**src/rtl/shadow_pkg.sv**
```systemverilog
package shadow_pkg;
  localparam int CFG_W      = 16;
  localparam int PORT_W     = 8;
  localparam int MEM_AW     = 20;
  localparam int SEG_COUNT  = 8;
  localparam int SEG_IDX_W  = $clog2(SEG_COUNT);
  localparam int NREG       = 5;
  localparam int SLOT_W     = 3;
  localparam int LOCK_BIT   = 15;

  localparam logic [PORT_W-1:0] P_MEMCTL = 8'h22;
  localparam logic [PORT_W-1:0] P_AUX0   = 8'h28;
  localparam logic [PORT_W-1:0] P_AUX1   = 8'h2A;
  localparam logic [PORT_W-1:0] P_GRAN   = 8'h2C;
  localparam logic [PORT_W-1:0] P_SEG    = 8'h2E;

  localparam logic [SLOT_W-1:0] SLOT_NONE = 3'd7;

  localparam logic [MEM_AW-1:0] UPPER_BASE = 20'hC0000;
  localparam logic [MEM_AW-1:0] ROM_BIG    = 20'hE0000;
  localparam logic [MEM_AW-1:0] ROM_SMALL  = 20'hF0000;

  typedef enum logic [1:0] {
    ATTR_EXT = 2'd0,
    ATTR_RW  = 2'd1,
    ATTR_RO  = 2'd2,
    ATTR_OFF = 2'd3
  } attr_t;

  function automatic logic [SLOT_W-1:0] port_slot(input logic [PORT_W-1:0] a);
    case (a)
      P_MEMCTL: return 3'd0;
      P_AUX0:   return 3'd1;
      P_AUX1:   return 3'd2;
      P_GRAN:   return 3'd3;
      P_SEG:    return 3'd4;
      default:  return SLOT_NONE;
    endcase
  endfunction

  function automatic attr_t coarse_attr(input logic [CFG_W-1:0] mc, input logic [2:0] blk);
    case (blk)
      3'd4:    return mc[3] ? ATTR_RW : ATTR_OFF;
      3'd5:    return mc[10] ? (mc[11] ? ATTR_RW : ATTR_RO) : ATTR_EXT;
      3'd6:    return mc[9] ? ATTR_RW : ATTR_EXT;
      3'd7:    return mc[0] ? ATTR_RW : ATTR_EXT;
      default: return ATTR_RW;
    endcase
  endfunction

  function automatic attr_t seg_attr_of(input logic en, input logic ro);
    if (!en) return ATTR_EXT;
    return ro ? ATTR_RO : ATTR_RW;
  endfunction

  function automatic logic [MEM_AW-1:0] rom_base_of(input logic [CFG_W-1:0] mc);
    return mc[8] ? ROM_BIG : ROM_SMALL;
  endfunction

  function automatic logic [SEG_IDX_W-1:0] rom_seg_of(input logic [CFG_W-1:0] mc);
    return mc[8] ? 3'd4 : 3'd6;
  endfunction
endpackage

```
**src/rtl/shadow_cfg_regs.sv**
```systemverilog
module shadow_cfg_regs
  import shadow_pkg::*;
(
  input  logic              clk,
  input  logic              rst_n,
  input  logic              io_we,
  input  logic [PORT_W-1:0] io_addr,
  input  logic [CFG_W-1:0]  io_wdata,
  output logic [CFG_W-1:0]  io_rdata,
  output logic [CFG_W-1:0]  mem_ctl,
  output logic [CFG_W-1:0]  gran_ctl,
  output logic [CFG_W-1:0]  seg_ctl,
  output logic              cfg_locked,
  output logic              wr_accept
);
  logic [CFG_W-1:0]  regs [NREG];
  logic [SLOT_W-1:0] slot;
  logic              slot_ok;

  assign slot       = port_slot(io_addr);
  assign slot_ok    = (slot != SLOT_NONE);
  assign cfg_locked = regs[0][LOCK_BIT];
  assign wr_accept  = io_we && slot_ok && !cfg_locked;

  for (genvar r = 0; r < NREG; r++) begin : g_reg
    always_ff @(posedge clk) begin
      if (!rst_n)
        regs[r] <= '0;
      else if (wr_accept && slot == SLOT_W'(r))
        regs[r] <= io_wdata;
    end
  end

  always_comb begin
    io_rdata = '0;
    if (slot_ok) io_rdata = regs[slot];
  end

  assign mem_ctl  = regs[0];
  assign gran_ctl = regs[3];
  assign seg_ctl  = regs[4];
endmodule

```
**src/rtl/shadow_seg_decode.sv**
```systemverilog
module shadow_seg_decode
  import shadow_pkg::*;
#(
  parameter int NSEG  = SEG_COUNT,
  parameter int IDX_W = $clog2(NSEG)
) (
  input  logic [2*NSEG-1:0] seg_ctl,
  input  logic [IDX_W-1:0]  seg_idx,
  input  logic [IDX_W-1:0]  rom_idx,
  output attr_t             seg_attr,
  output logic              rom_en,
  output logic              rom_ro
);
  attr_t attrs [NSEG];

  for (genvar g = 0; g < NSEG; g++) begin : g_seg
    assign attrs[g] = seg_attr_of(seg_ctl[NSEG+g], seg_ctl[g]);
  end

  assign seg_attr = attrs[seg_idx];
  assign rom_en   = seg_ctl[NSEG + int'(rom_idx)];
  assign rom_ro   = seg_ctl[rom_idx];
endmodule

```
**src/rtl/shadow_coarse_decode.sv**
```systemverilog
module shadow_coarse_decode
  import shadow_pkg::*;
(
  input  logic [CFG_W-1:0] mem_ctl,
  input  logic [2:0]       blk,
  output attr_t            attr,
  output logic             bios_flag
);
  assign attr      = coarse_attr(mem_ctl, blk);
  assign bios_flag = (coarse_attr(mem_ctl, 3'd7) == ATTR_RW);
endmodule

```
**src/rtl/shadow_map_decoder.sv**
```systemverilog
module shadow_map_decoder
  import shadow_pkg::*;
(
  input  logic              clk,
  input  logic              rst_n,
  input  logic              io_we,
  input  logic [PORT_W-1:0] io_addr,
  input  logic [CFG_W-1:0]  io_wdata,
  output logic [CFG_W-1:0]  io_rdata,
  input  logic [MEM_AW-1:0] mem_addr,
  input  logic              mem_wr,
  output logic              route_local,
  output logic              write_blocked,
  output logic              bios_shadow_active
);
  localparam int BLK_LSB = MEM_AW - 3;
  localparam int SEG_LSB = BLK_LSB - SEG_IDX_W;

  logic [CFG_W-1:0] mem_ctl, gran_ctl, seg_ctl;
  logic             cfg_locked, wr_accept;
  logic             ext_mode, in_upper, in_rom_win;
  attr_t            c_attr, s_attr, sel_attr;
  logic             c_bios, rom_en, rom_ro;
  logic             bios_rd_flag, bios_wr_flag;

  shadow_cfg_regs i_regs (
    .clk(clk), .rst_n(rst_n), .io_we(io_we), .io_addr(io_addr),
    .io_wdata(io_wdata), .io_rdata(io_rdata), .mem_ctl(mem_ctl),
    .gran_ctl(gran_ctl), .seg_ctl(seg_ctl), .cfg_locked(cfg_locked),
    .wr_accept(wr_accept)
  );

  shadow_coarse_decode i_coarse (
    .mem_ctl(mem_ctl), .blk(mem_addr[MEM_AW-1:BLK_LSB]),
    .attr(c_attr), .bios_flag(c_bios)
  );

  shadow_seg_decode #(.NSEG(SEG_COUNT)) i_seg (
    .seg_ctl(seg_ctl), .seg_idx(mem_addr[BLK_LSB:SEG_LSB+1]),
    .rom_idx(rom_seg_of(mem_ctl)), .seg_attr(s_attr),
    .rom_en(rom_en), .rom_ro(rom_ro)
  );

  assign ext_mode   = gran_ctl[0];
  assign in_upper   = (mem_addr >= UPPER_BASE);
  assign in_rom_win = (mem_addr >= rom_base_of(mem_ctl));
  assign sel_attr   = (ext_mode && in_upper) ? s_attr : c_attr;

  assign bios_rd_flag = ext_mode ? rom_en : c_bios;
  assign bios_wr_flag = ext_mode ? rom_ro : c_bios;

  assign route_local   = (sel_attr == ATTR_RW) || (sel_attr == ATTR_RO && !mem_wr);
  assign write_blocked = (sel_attr == ATTR_RO) || (sel_attr == ATTR_OFF);
  assign bios_shadow_active = in_rom_win && (mem_wr ? bios_wr_flag : bios_rd_flag);
endmodule

```
**config.mk**
```make
export PLATFORM = sky130hd
export DESIGN_NAME = shadow_map_decoder
export DESIGN_NICKNAME = d
export VERILOG_FILES = /design/src/rtl/shadow_pkg.sv /design/src/rtl/shadow_cfg_regs.sv /design/src/rtl/shadow_seg_decode.sv /design/src/rtl/shadow_coarse_decode.sv /design/src/rtl/shadow_map_decoder.sv
export SDC_FILE = /design/constraint.sdc
export NUM_CORES = 1
export LEC_CHECK = 0
export BUFFER_PORTS_ARGS = -buffer_cell sky130_fd_sc_hd__buf_2
export CORE_ASPECT_RATIO = 0.75
export CORE_MARGIN = 5
export CORE_UTILIZATION = 23
export DETAILED_ROUTE_END_ITERATION = 7
export PLACE_DENSITY = 0.45
export SLEW_MARGIN = 20
export SYNTH_ARGS = -nofsm -noshare
export SYNTH_HDL_FRONTEND = slang
export SYNTH_HIERARCHICAL = 1
export SYNTH_SLANG_ARGS = --single-unit
```
**constraint.sdc**
```tcl
create_clock -name clk -period 3.1 [get_ports clk]
set_input_delay 0.465 -clock clk [delete_from_list [all_inputs] [get_ports clk]]
set_output_delay 0.465 -clock clk [all_outputs]
set_load 0.05 [all_outputs]
```
### Word level (Yosys, flattened, before mapping)

Memories as Yosys holds them, arrays and structs flattened.
Cells that the tools add are included.

* memories: 1
* input bits: 48
* output and inout port bits: 19
* bits in registers: 0
* memory bits (writable): 80
* logic and storage cells: 105

Memories
* i_regs.regs: depth 5, bits a word 16, read ports 4, clocked after Yosys merged registers in 0, wr ports 5, RTL line shadow_cfg_regs.sv:16 `logic [CFG_W-1:0] regs [NREG];`

* bitwise gates (word level): 6
* magnitude comparators: 5
* add/sub/neg operators: 1
* equality and inequality tests: 18
* muxes and demuxes: 59
* reduce and logical (&&, ||, !) cells: 15

Operators with widths (count)
* two-way mux 16 bit: 6
* two-way mux 2 bit: 23
* == test 8 x 6 -> 1 bit, second input constant: 5
* less-than comparator 32 x 6 -> 1 bit, second input constant: 1
* two-way mux 1 bit: 24
* greater-or-equal comparator 20 bit: 1
* greater-or-equal comparator 20 bit, second input constant: 1
* two-way mux 17 bit: 1
* == test 3 bit, second input constant: 5
* one-hot mux 3 bit (5 select lines): 1
* logical AND 1 bit: 10
* one-hot mux 2 bit (4 select lines): 1
* binary-select mux 2 bit (select 3 bit): 1
* == test 3 x 2 -> 1 bit, second input constant: 2
* adder 4 x 3 -> 5 bit, first input constant: 1
* less-than comparator 3 x 5 -> 1 bit, second input constant: 1
* OR 1 bit: 5
* binary-select mux 1 bit (select 4 bit): 1
* == test 2 x 1 -> 1 bit, second input constant: 2
* == test 2 bit, second input constant: 2
* greater-or-equal comparator 4 bit, second input constant: 1
* NOT 3 -> 4 bit: 1
* binary-select mux 1 bit (select 3 bit): 1
* == test 3 x 1 -> 1 bit, second input constant: 1
* 4 further kinds: 6

### Logic depth before layout (Yosys ltp)

Gate-level depths: netlist (run 1).

* depth in word-level cells: 10
* depth in mapped cells: 8
* mapped depth without buffers: 7

### Cells and area by module

Netlist (run 1), hierarchy kept.

Modules (own cells, without submodules)
* shadow_cfg_regs: cells an instance 359, area each 4164.0 um^2, times used 1
* shadow_seg_decode: cells an instance 37, area each 310.3 um^2, times used 1
* shadow_map_decoder: cells an instance 25, area each 185.2 um^2, times used 1
* shadow_coarse_decode: cells an instance 9, area each 62.6 um^2, times used 1

### Worst setup path before layout (run 1)

No wires, ideal clock.

* path kind: input to register
* start: input port io_addr[0]
* end: memory i_regs.regs[1][0] (enable)
* path buffers: 0
* required time: 2.665 ns
* arrival: 2.947 ns
* slack: -0.282 ns
* cell stages on the path: 3
* setup time: 0.435 ns
* path through: nor4b_1 nand3_1 o41ai_1

RTL lines
* from (decl): RTL line shadow_map_decoder.sv:7 `input logic [PORT_W-1:0] io_addr,`
* to (decl): RTL line shadow_cfg_regs.sv:16

==> out/results.tsv, run 1 <==
metric	value	unit
p_sw	0.000629	W
skew	0.00455	ns
cp-start-kind	flop	
cts.repair.resized	0	
regArea	0.00240	mm2
dpl.hpwl	10.9	mm
outcome	complete, no violations	
hold_ws	0.457	ns
power.share.combinational	0.117	
grtUsageTotal	0.121	
finalSetupTns	0	ns
report.final.hold_viol_count	0	
fin_cells	758	
die_area	0.0235	mm2
required	2.63	ns
drtAntennaViolNets	0	
clockRootBuffer	clkbuf_16	
clockPowerShare	0.400	
power.total	0.00259	W
area_growth	21.2	%
relSlewSlack	0.424	
syn_inst	428	
end_kind	primary output	
clock_latency	0.33	ns
place_congestion	0.814	
hp-start	io_wdata[0]	
regMostFlops	i_regs/regs	
rsz0062_at_grt	no	
num-nets-final	545	
die_h	134	um
ff2ff_setup_slack	1.15	ns
cts_tree	done	
io_buffers	66	
diodes	0	
htreeDepth	3	
slew_viol_final	0	
timing.rr.end	i_regs/regs[1][14]$_SDFFCE_PN0P_	
cts_buffers	9	
finalCritPeriodShare	0.892	
clock_path_buffers	2	
ir_worst_vdd	0.215	mV
layout-drive-gt1-share	0.232	
hp-class	in2reg	
rows	45	
drt-wirelength-per-cell	18.8	um
finalSetupViolCount	0	
r2r-start	i_regs/regs[0][15]$_SDFFCE_PN0P_	
holdPathStages	2	
worstSetupPathType	reg2out	
syn-mean-instance-area	11.0	um2
max_cap_viol_count	0	
drt-total-wl	14.2	mm
max_freq	0.362	GHz
viasPerCell	4.87	
grt_overflow	0	
slowest_delay	0.53	ns
num_vias	3692	
dpl.cell_count	743	
synth_area	0.00471	mm2
grt_max_degree	35	
antenna_found_initial	1	
switching_share	0.243	
cp.arrival	2.30	ns
p_int	0.00196	W
dr.pass1.iters	6	
worst_pin_slew	0.858	ns
cts_setup_buffers	0	
crit_chain	mux4_1, mux2_2, mux2i_1, nand2_1, o2111ai_1, a21oi_1, buf_2	
hold_end	i_regs/regs[2][0]$_SDFFCE_PN0P_	
drtIter0Drc	263	
grt_pass1_wl	21.8	mm
io_pins	67	
cts_hold_buffers	0	
fp.coreArea	0.0202	mm2
cts.clk_slew.worst_paths	0.06	ns
p_leak	2.08	nW
drt_drc_violations_left	0	
n_fill_cell	2126	
crit_slowest_cell	mux4_1	
fin_crit	2.77	ns
top_regs	i_regs/regs: 80 flops	
largest_reg_flops	80	
powerDensity	453	mW/mm2
initial_core_util	0.233	
synth_warnings	6	
multi_input_area	0.00217	mm2
dp_slack	0.349	ns
cp_max_fo	5	
worstRegToRegCells	4	
final_common_cell	edfxtp_1	
layout_common_cells	edfxtp_1 (80), buf_2 (66), and2_1 (49)	
die_w	175	um
grt_pass1_vias	3748	
setup_ws	0.335	ns
clkSinkCount	80	
seqPwrFrac	0.483	
-- critical path, delay by kind of cell, from the launching register on --
kind	cells	cell delay, ns
AOI/OAI and AO/OA	2	0.19
buffers and inverters	1	0.22
DFF	1	0.51
muxes	3	0.97
and+or+nand+nor	1	0.07
-- power by group through the flow --
stage | sequential, W | clock (W) | combinational (W)
floorplan | 0.00126 | 0 | 0.000183
global placement | 0.00127 | 0 | 0.000298
detailed placement | 0.00127 | 0 | 0.000304
CTS | 0.00125 | 0.00107 | 0.000305
global route | 0.00125 | 0.00111 | 0.000331
finish | 0.00125 | 0.00104 | 0.000303
-- layout make-up --
| class | count | area share |
|---|---|---|
| timing repair buffer | 86 | 0.0885 |
| tap | 258 | 0.0565 |
| inverter | 7 | 0.00460 |
| clock buffer | 9 | 0.0394 |
| multi-input combinational | 312 | 0.380 |
| sequential | 80 | 0.421 |
| clock inverter | 6 | 0.0105 |
-- stage by stage --
stage | utilization | cell area, um2
2_1_floorplan | - | 4730
3_3_place_gp | 0.268 | 5420
3_5_place_dp | 0.268 | 5420
4_1_cts | 0.282 | 5710
5_1_grt | 0.282 | 5710
6_report | 0.282 | 5710
-- layer usage --
| layer | global-route usage | vias to the layer above | part of all wire |
|---|---|---|---|
| li1 | - | 1753 | - |
| met1 | 0.181 | 1797 | 0.51 |
| met2 | 0.177 | 127 | 0.41 |
| met3 | 0.0338 | 13 | 0.065 |
| met4 | 0.0201 | 2 | 0.0081 |
| met5 | 0 | - | 0.0014 |
-- worst max-delay path by stage --
stage	slack, ns	end	start
5_1_grt	0.09	route_local	i_regs/regs[4][10]$_SDFFCE_PN0P_
2_1_floorplan	0.14	io_rdata[0]	io_addr[0]
4_1_cts	0.28	route_local	i_regs/regs[4][3]$_SDFFCE_PN0P_
6_report	0.33	bios_shadow_active	i_regs/regs[4][6]$_SDFFCE_PN0P_
3_3_place_gp	0.44	route_local	mem_addr[15]
3_5_place_dp	0.35	route_local	mem_addr[15]
Power figures use the tool's default switching activity.
==> run 2: changes to the inputs <==
--- a/config.mk
+++ b/config.mk
@@ -8,9 +8,9 @@
 export BUFFER_PORTS_ARGS = -buffer_cell sky130_fd_sc_hd__buf_2
 export CORE_ASPECT_RATIO = 0.75
 export CORE_MARGIN = 5
-export CORE_UTILIZATION = 23
+export CORE_UTILIZATION = 35
 export DETAILED_ROUTE_END_ITERATION = 7
-export PLACE_DENSITY = 0.45
+export PLACE_DENSITY = 0.6
 export SLEW_MARGIN = 20
 export SYNTH_ARGS = -nofsm -noshare
 export SYNTH_HDL_FRONTEND = slang
==> run 2 against run 1 <==
Against the previous run: fmax is 1.0% lower; die area is 32% lower; critical endpoint is now route_local; highest routed layer is now met4; combinational power is 3% lower; wire length is 9.6% lower; largest power group unchanged; sequential share of layout area is 1.2 points higher.
==> out/results.tsv, run 2 (synthesized netlist as in run 1, its figures left out) <==
metric	value	unit
powerDensity	458	mW/mm2
report.final.hold_viol_count	0	
final_common_cell	edfxtp_1	
die_w	144	um
dpl.hpwl	9.59	mm
drt_drc_violations_left	0	
layout_common_cells	edfxtp_1 (80), buf_2 (66), and2_1 (49)	
die_area	0.0159	mm2
cts_hold_buffers	0	
clockRootBuffer	clkbuf_16	
rsz0062_at_grt	no	
viasPerCell	5.61	
max_cap_viol_count	0	
p_leak	2.05	nW
antenna_found_initial	0	
regMostFlops	i_regs/regs	
multi_input_area	0.00217	mm2
die_h	110	um
diodes	0	
max_freq	0.358	GHz
ff2ff_setup_slack	1.17	ns
worst_pin_slew	0.762	ns
skew	0.00690	ns
cts.repair.resized	0	
drt-wirelength-per-cell	19.3	um
finalCritPeriodShare	0.901	
place_congestion	0.892	
layout-drive-gt1-share	0.222	
cts_tree	done	
grtUsageTotal	0.163	
n_fill_cell	1267	
drt-total-wl	12.9	mm
holdPathStages	2	
grt_max_degree	44	
top_regs	i_regs/regs: 80 flops	
slew_viol_final	0	
hold_ws	0.462	ns
largest_reg_flops	80	
clock_latency	0.34	ns
ir_worst_vdd	0.284	mV
htreeDepth	3	
design_area	0.00555	mm2
relSlewSlack	0.488	
clock_path_buffers	2	
num_vias	3735	
clkSinkCount	80	
rows	36	
grt_pass1_wl	19.9	mm
regArea	0.00240	mm2
worstRegToRegCells	4	
cts_buffers	9	
grt_overflow	0	
r2r-start	i_regs/regs[0][15]$_SDFFCE_PN0P_	
io_pins	67	
io_buffers	66	
num-nets-final	541	
cts_setup_buffers	0	
area_growth	17.8	%
dr.pass1.iters	5	
cp-start-kind	flop	
cts.clk_slew.worst_paths	0.06	ns
finalSetupViolCount	0	
hp-start	io_wdata[13]	
drtAntennaViolNets	0	
timing.rr.end	i_regs/regs[1][9]$_SDFFCE_PN0P_	
required	2.63	ns
placed_area	0.00527	mm2
drtIter0Drc	258	
hold_end	i_regs/regs[1][13]$_SDFFCE_PN0P_	
fp.coreArea	0.0131	mm2
cp.arrival	2.33	ns
fin_util	0.423	
initial_core_util	0.359	
fin_crit	2.79	ns
finalSetupTns	0	ns
grt_pass1_vias	3549	
outcome	complete, no violations	
worstSetupPathType	reg2out	
cp_max_fo	4	
hp-class	in2reg	
end_kind	primary output	
[run 2: cell types whose count changed in the layout (fill, tap and decap cells not counted), sizes merged]
cell / delta
inv: -1
buf: -4
[run 2: worst max-delay path, stage by stage (launching register included)]
cell and delay (ns):
edfxtp_1 0.51, inv_1 0.07, o211ai_1 0.20, o31ai_1 0.10, a311oi_1 0.36, nand4_1 0.18, o22a_1 0.21, o21ai_1 0.10
buf_2 0.27
[run 2: metrics by stage]
stage                     instances  setup WS, ns  power [W]
final                           666         0.306    0.00254
after global routing            666         0.150    0.00264
after CTS                       666         0.304    0.00256
after detailed placement        652         0.408    0.00156
after global placement          652         0.457    0.00156
after floorplan                 432         0.145    0.00144
[run 2: worst max path at each step]
stage                               startpoint          end  slack (ns)  cells after the start
4_1_cts        i_regs/regs[4][2]$_SDFFCE_PN0P_  route_local        0.30                      8
5_1_grt        i_regs/regs[4][2]$_SDFFCE_PN0P_  route_local        0.15                      8
2_1_floorplan                       io_addr[0]  io_rdata[0]        0.14                      4
3_5_place_dp                      mem_addr[15]  route_local        0.41                      9
3_3_place_gp                        io_addr[2]  io_rdata[6]        0.46                      5
6_report       i_regs/regs[4][2]$_SDFFCE_PN0P_  route_local        0.31                      8
[run 2: cell type report]
type / count / share of cell area
Clock buffer: 9 / 0.0406
Clock inverter: 5 / 0.00902
Inverter: 7 / 0.00474
Multi-Input combinational cell: 312 / 0.391
Sequential cell: 80 / 0.433
Tap cell: 171 / 0.0386
Timing Repair Buffer: 82 / 0.0834
[run 2: power breakdown]
part	total [W]	switching [W]	internal (W)	leakage (nW)
registers	0.00125	0.0000259	0.00122	0.825
logic	0.000293	0.000177	0.000115	1.10
clock network	0.000999	0.000392	0.000607	0.132
total	0.00254	0.000595	0.00195	2.05
[run 2: routing by layer]
metal,track usage,wire length [um],vias up
li1,-,-,1742
met1,0.235,6050,1833
met2,0.248,5780,144
met3,0.0385,878,16
met4,0.0383,170,0
met5,0,0,-
==> run 3: changes to the inputs <==
--- a/config.mk
+++ b/config.mk
@@ -5,12 +5,12 @@
 export SDC_FILE = /design/constraint.sdc
 export NUM_CORES = 1
 export LEC_CHECK = 0
-export BUFFER_PORTS_ARGS = -buffer_cell sky130_fd_sc_hd__buf_2
 export CORE_ASPECT_RATIO = 0.75
 export CORE_MARGIN = 5
 export CORE_UTILIZATION = 35
 export DETAILED_ROUTE_END_ITERATION = 7
-export PLACE_DENSITY = 0.6
+export DONT_BUFFER_PORTS = 1
+export PLACE_DENSITY = 0.56
 export SLEW_MARGIN = 20
 export SYNTH_ARGS = -nofsm -noshare
 export SYNTH_HDL_FRONTEND = slang
==> run 3 against run 2 <==
Against the previous run: cell area fell by 3.0%; via count is 6.9% lower; first-iteration DRC count down 8.1%; largest power group unchanged; highest routed layer unchanged; setup slack got worse by 0.015 ns; largest cell class unchanged; sequential share of layout area up 1.3 points.
==> out/results.tsv, run 3 (synthesized netlist as in run 1, its figures left out) <==
metric	value	unit
power.share.combinational	0.079	
setup_ws	0.291	ns
dr.pass1.iters	4	
max_cap_viol_count	0	
drtAntennaViolNets	0	
hold_ws	0.322	ns
layout-drive-gt1-share	0.155	
layout_common_cells	edfxtp_1 (80), and2_1 (49), nor3_1 (32)	
drt-total-wl	13.5	mm
dpl.cell_count	595	
ir_worst_vdd	0.287	mV
rsz0062_at_grt	no	
cp_max_fo	5	
clock_path_buffers	2	
slowest_delay	0.47	ns
slew_viol_final	0	
area_growth	14.3	%
required	2.63	ns
io_pins	67	
drtIter0Drc	237	
dpl.hpwl	9.49	mm
largest_reg_flops	80	
max_freq	0.356	GHz
relSlewSlack	0.456	
antenna_found_initial	0	
num_vias	3479	
cts_hold_buffers	0	
finalCritPeriodShare	0.906	
final_common_cell	edfxtp_1	
grt_max_degree	71	
grt_pass1_vias	3601	
cts.clk_slew.worst_paths	0.06	ns
viasPerCell	5.69	
regMostFlops	i_regs/regs	
cp-start-kind	flop	
top_regs	i_regs/regs: 80 flops	
worst_pin_slew	0.810	ns
num-nets-final	484	
wl_met1	5.85	mm
htreeDepth	3	
finalSetupViolCount	0	
clockPowerShare	0.439	
crit_chain	inv_1, o21ai_0, o31ai_1, a311oi_1, nand4_1, o22a_1, o21ai_1, buf_4	
hp-class	in2reg	
top_layer_used	met4	
wl_met3	1.39	mm
p_int	0.00202	W
crit_slowest_cell	edfxtp_1	
p_sw	0.000569	W
place_congestion	0.910	
clkSinkCount	80	
cts_setup_buffers	0	
placed_area	0.00506	mm2
outcome	complete, no violations	
diodes	0	
wl_met2	6.07	mm
p_leak	1.84	nW
grt_overflow	0	
clockRootBuffer	clkbuf_16	
cts.repair.resized	0	
die_area	0.0159	mm2
grtUsageTotal	0.172	
cts_buffers	9	
cp_top_family	compound AO/OA/AOI/OAI gates	
worstSetupPathType	reg2out	
dp_slack	0.615	ns
report.final.hold_viol_count	0	
io_buffers	0	
die_h	110	um
switching_share	0.220	
drt_drc_violations_left	0	
end_kind	primary output	
seqPwrFrac	0.482	
finalSetupTns	0	ns
skew	0.00520	ns
clock_latency	0.33	ns
fp.coreArea	0.0131	mm2
initial_core_util	0.359	
fin_crit	2.81	ns
design_area	0.00538	mm2
cp.buffers_inverters	2	
cts_tree	done	
cp.arrival	2.34	ns
die_w	144	um
drt-wirelength-per-cell	22.1	um
rows	36	
grt_pass1_wl	20.8	mm
fin_cells	611	
powerDensity	481	mW/mm2
## run 3: power by group through the flow
| stage | combinational (W) | clock [W] | sequential (W) |
|---|---|---|---|
| finish | 0.000205 | 0.00114 | 0.00125 |
| global route | 0.000223 | 0.00122 | 0.00125 |
| CTS | 0.000206 | 0.00117 | 0.00125 |
| detailed placement | 0.000205 | 0 | 0.00127 |
| global placement | 0.000204 | 0 | 0.00127 |
| floorplan | 0.000183 | 0 | 0.00126 |
## run 3: final timing paths
check / start / end / slack (ns) / cells after the start
max: i_regs/regs[4][0]$_SDFFCE_PN0P_ / route_local / 0.29 / 8
min reg2reg: i_regs/regs[0][15]$_SDFFCE_PN0P_ / i_regs/regs[0][3]$_SDFFCE_PN0P_ / 1.03 / 3
max reg2reg: i_regs/regs[0][15]$_SDFFCE_PN0P_ / i_regs/regs[0][14]$_SDFFCE_PN0P_ / 1.17 / 4
min: io_wdata[2] / i_regs/regs[1][2]$_SDFFCE_PN0P_ / 0.32 / 1
## run 3: routing by layer
metal  vias to the layer above  track usage
met1                      1685        0.241
met4                         0       0.0452
met2                       148        0.252
met5                         -            0
met3                         8       0.0596
li1                       1638            -
## run 3: area by class of cell
type / instances / area (um2)
Timing Repair Buffer: 25 / 188
Multi-Input combinational cell: 312 / 2230
Clock buffer: 9 / 225
Clock inverter: 7 / 93.8
Inverter: 7 / 26.3
Tap cell: 171 / 214
Fill cell: 1246 / 7730
Sequential cell: 80 / 2400
## run 3: through the flow
| step | utilization | total power (W) |
|---|---|---|
| 2_1_floorplan | - | 0.00144 |
| 3_3_place_gp | 0.386 | 0.00147 |
| 3_5_place_dp | 0.386 | 0.00148 |
| 4_1_cts | 0.411 | 0.00262 |
| 5_1_grt | 0.411 | 0.00269 |
| 6_report | 0.411 | 0.00259 |
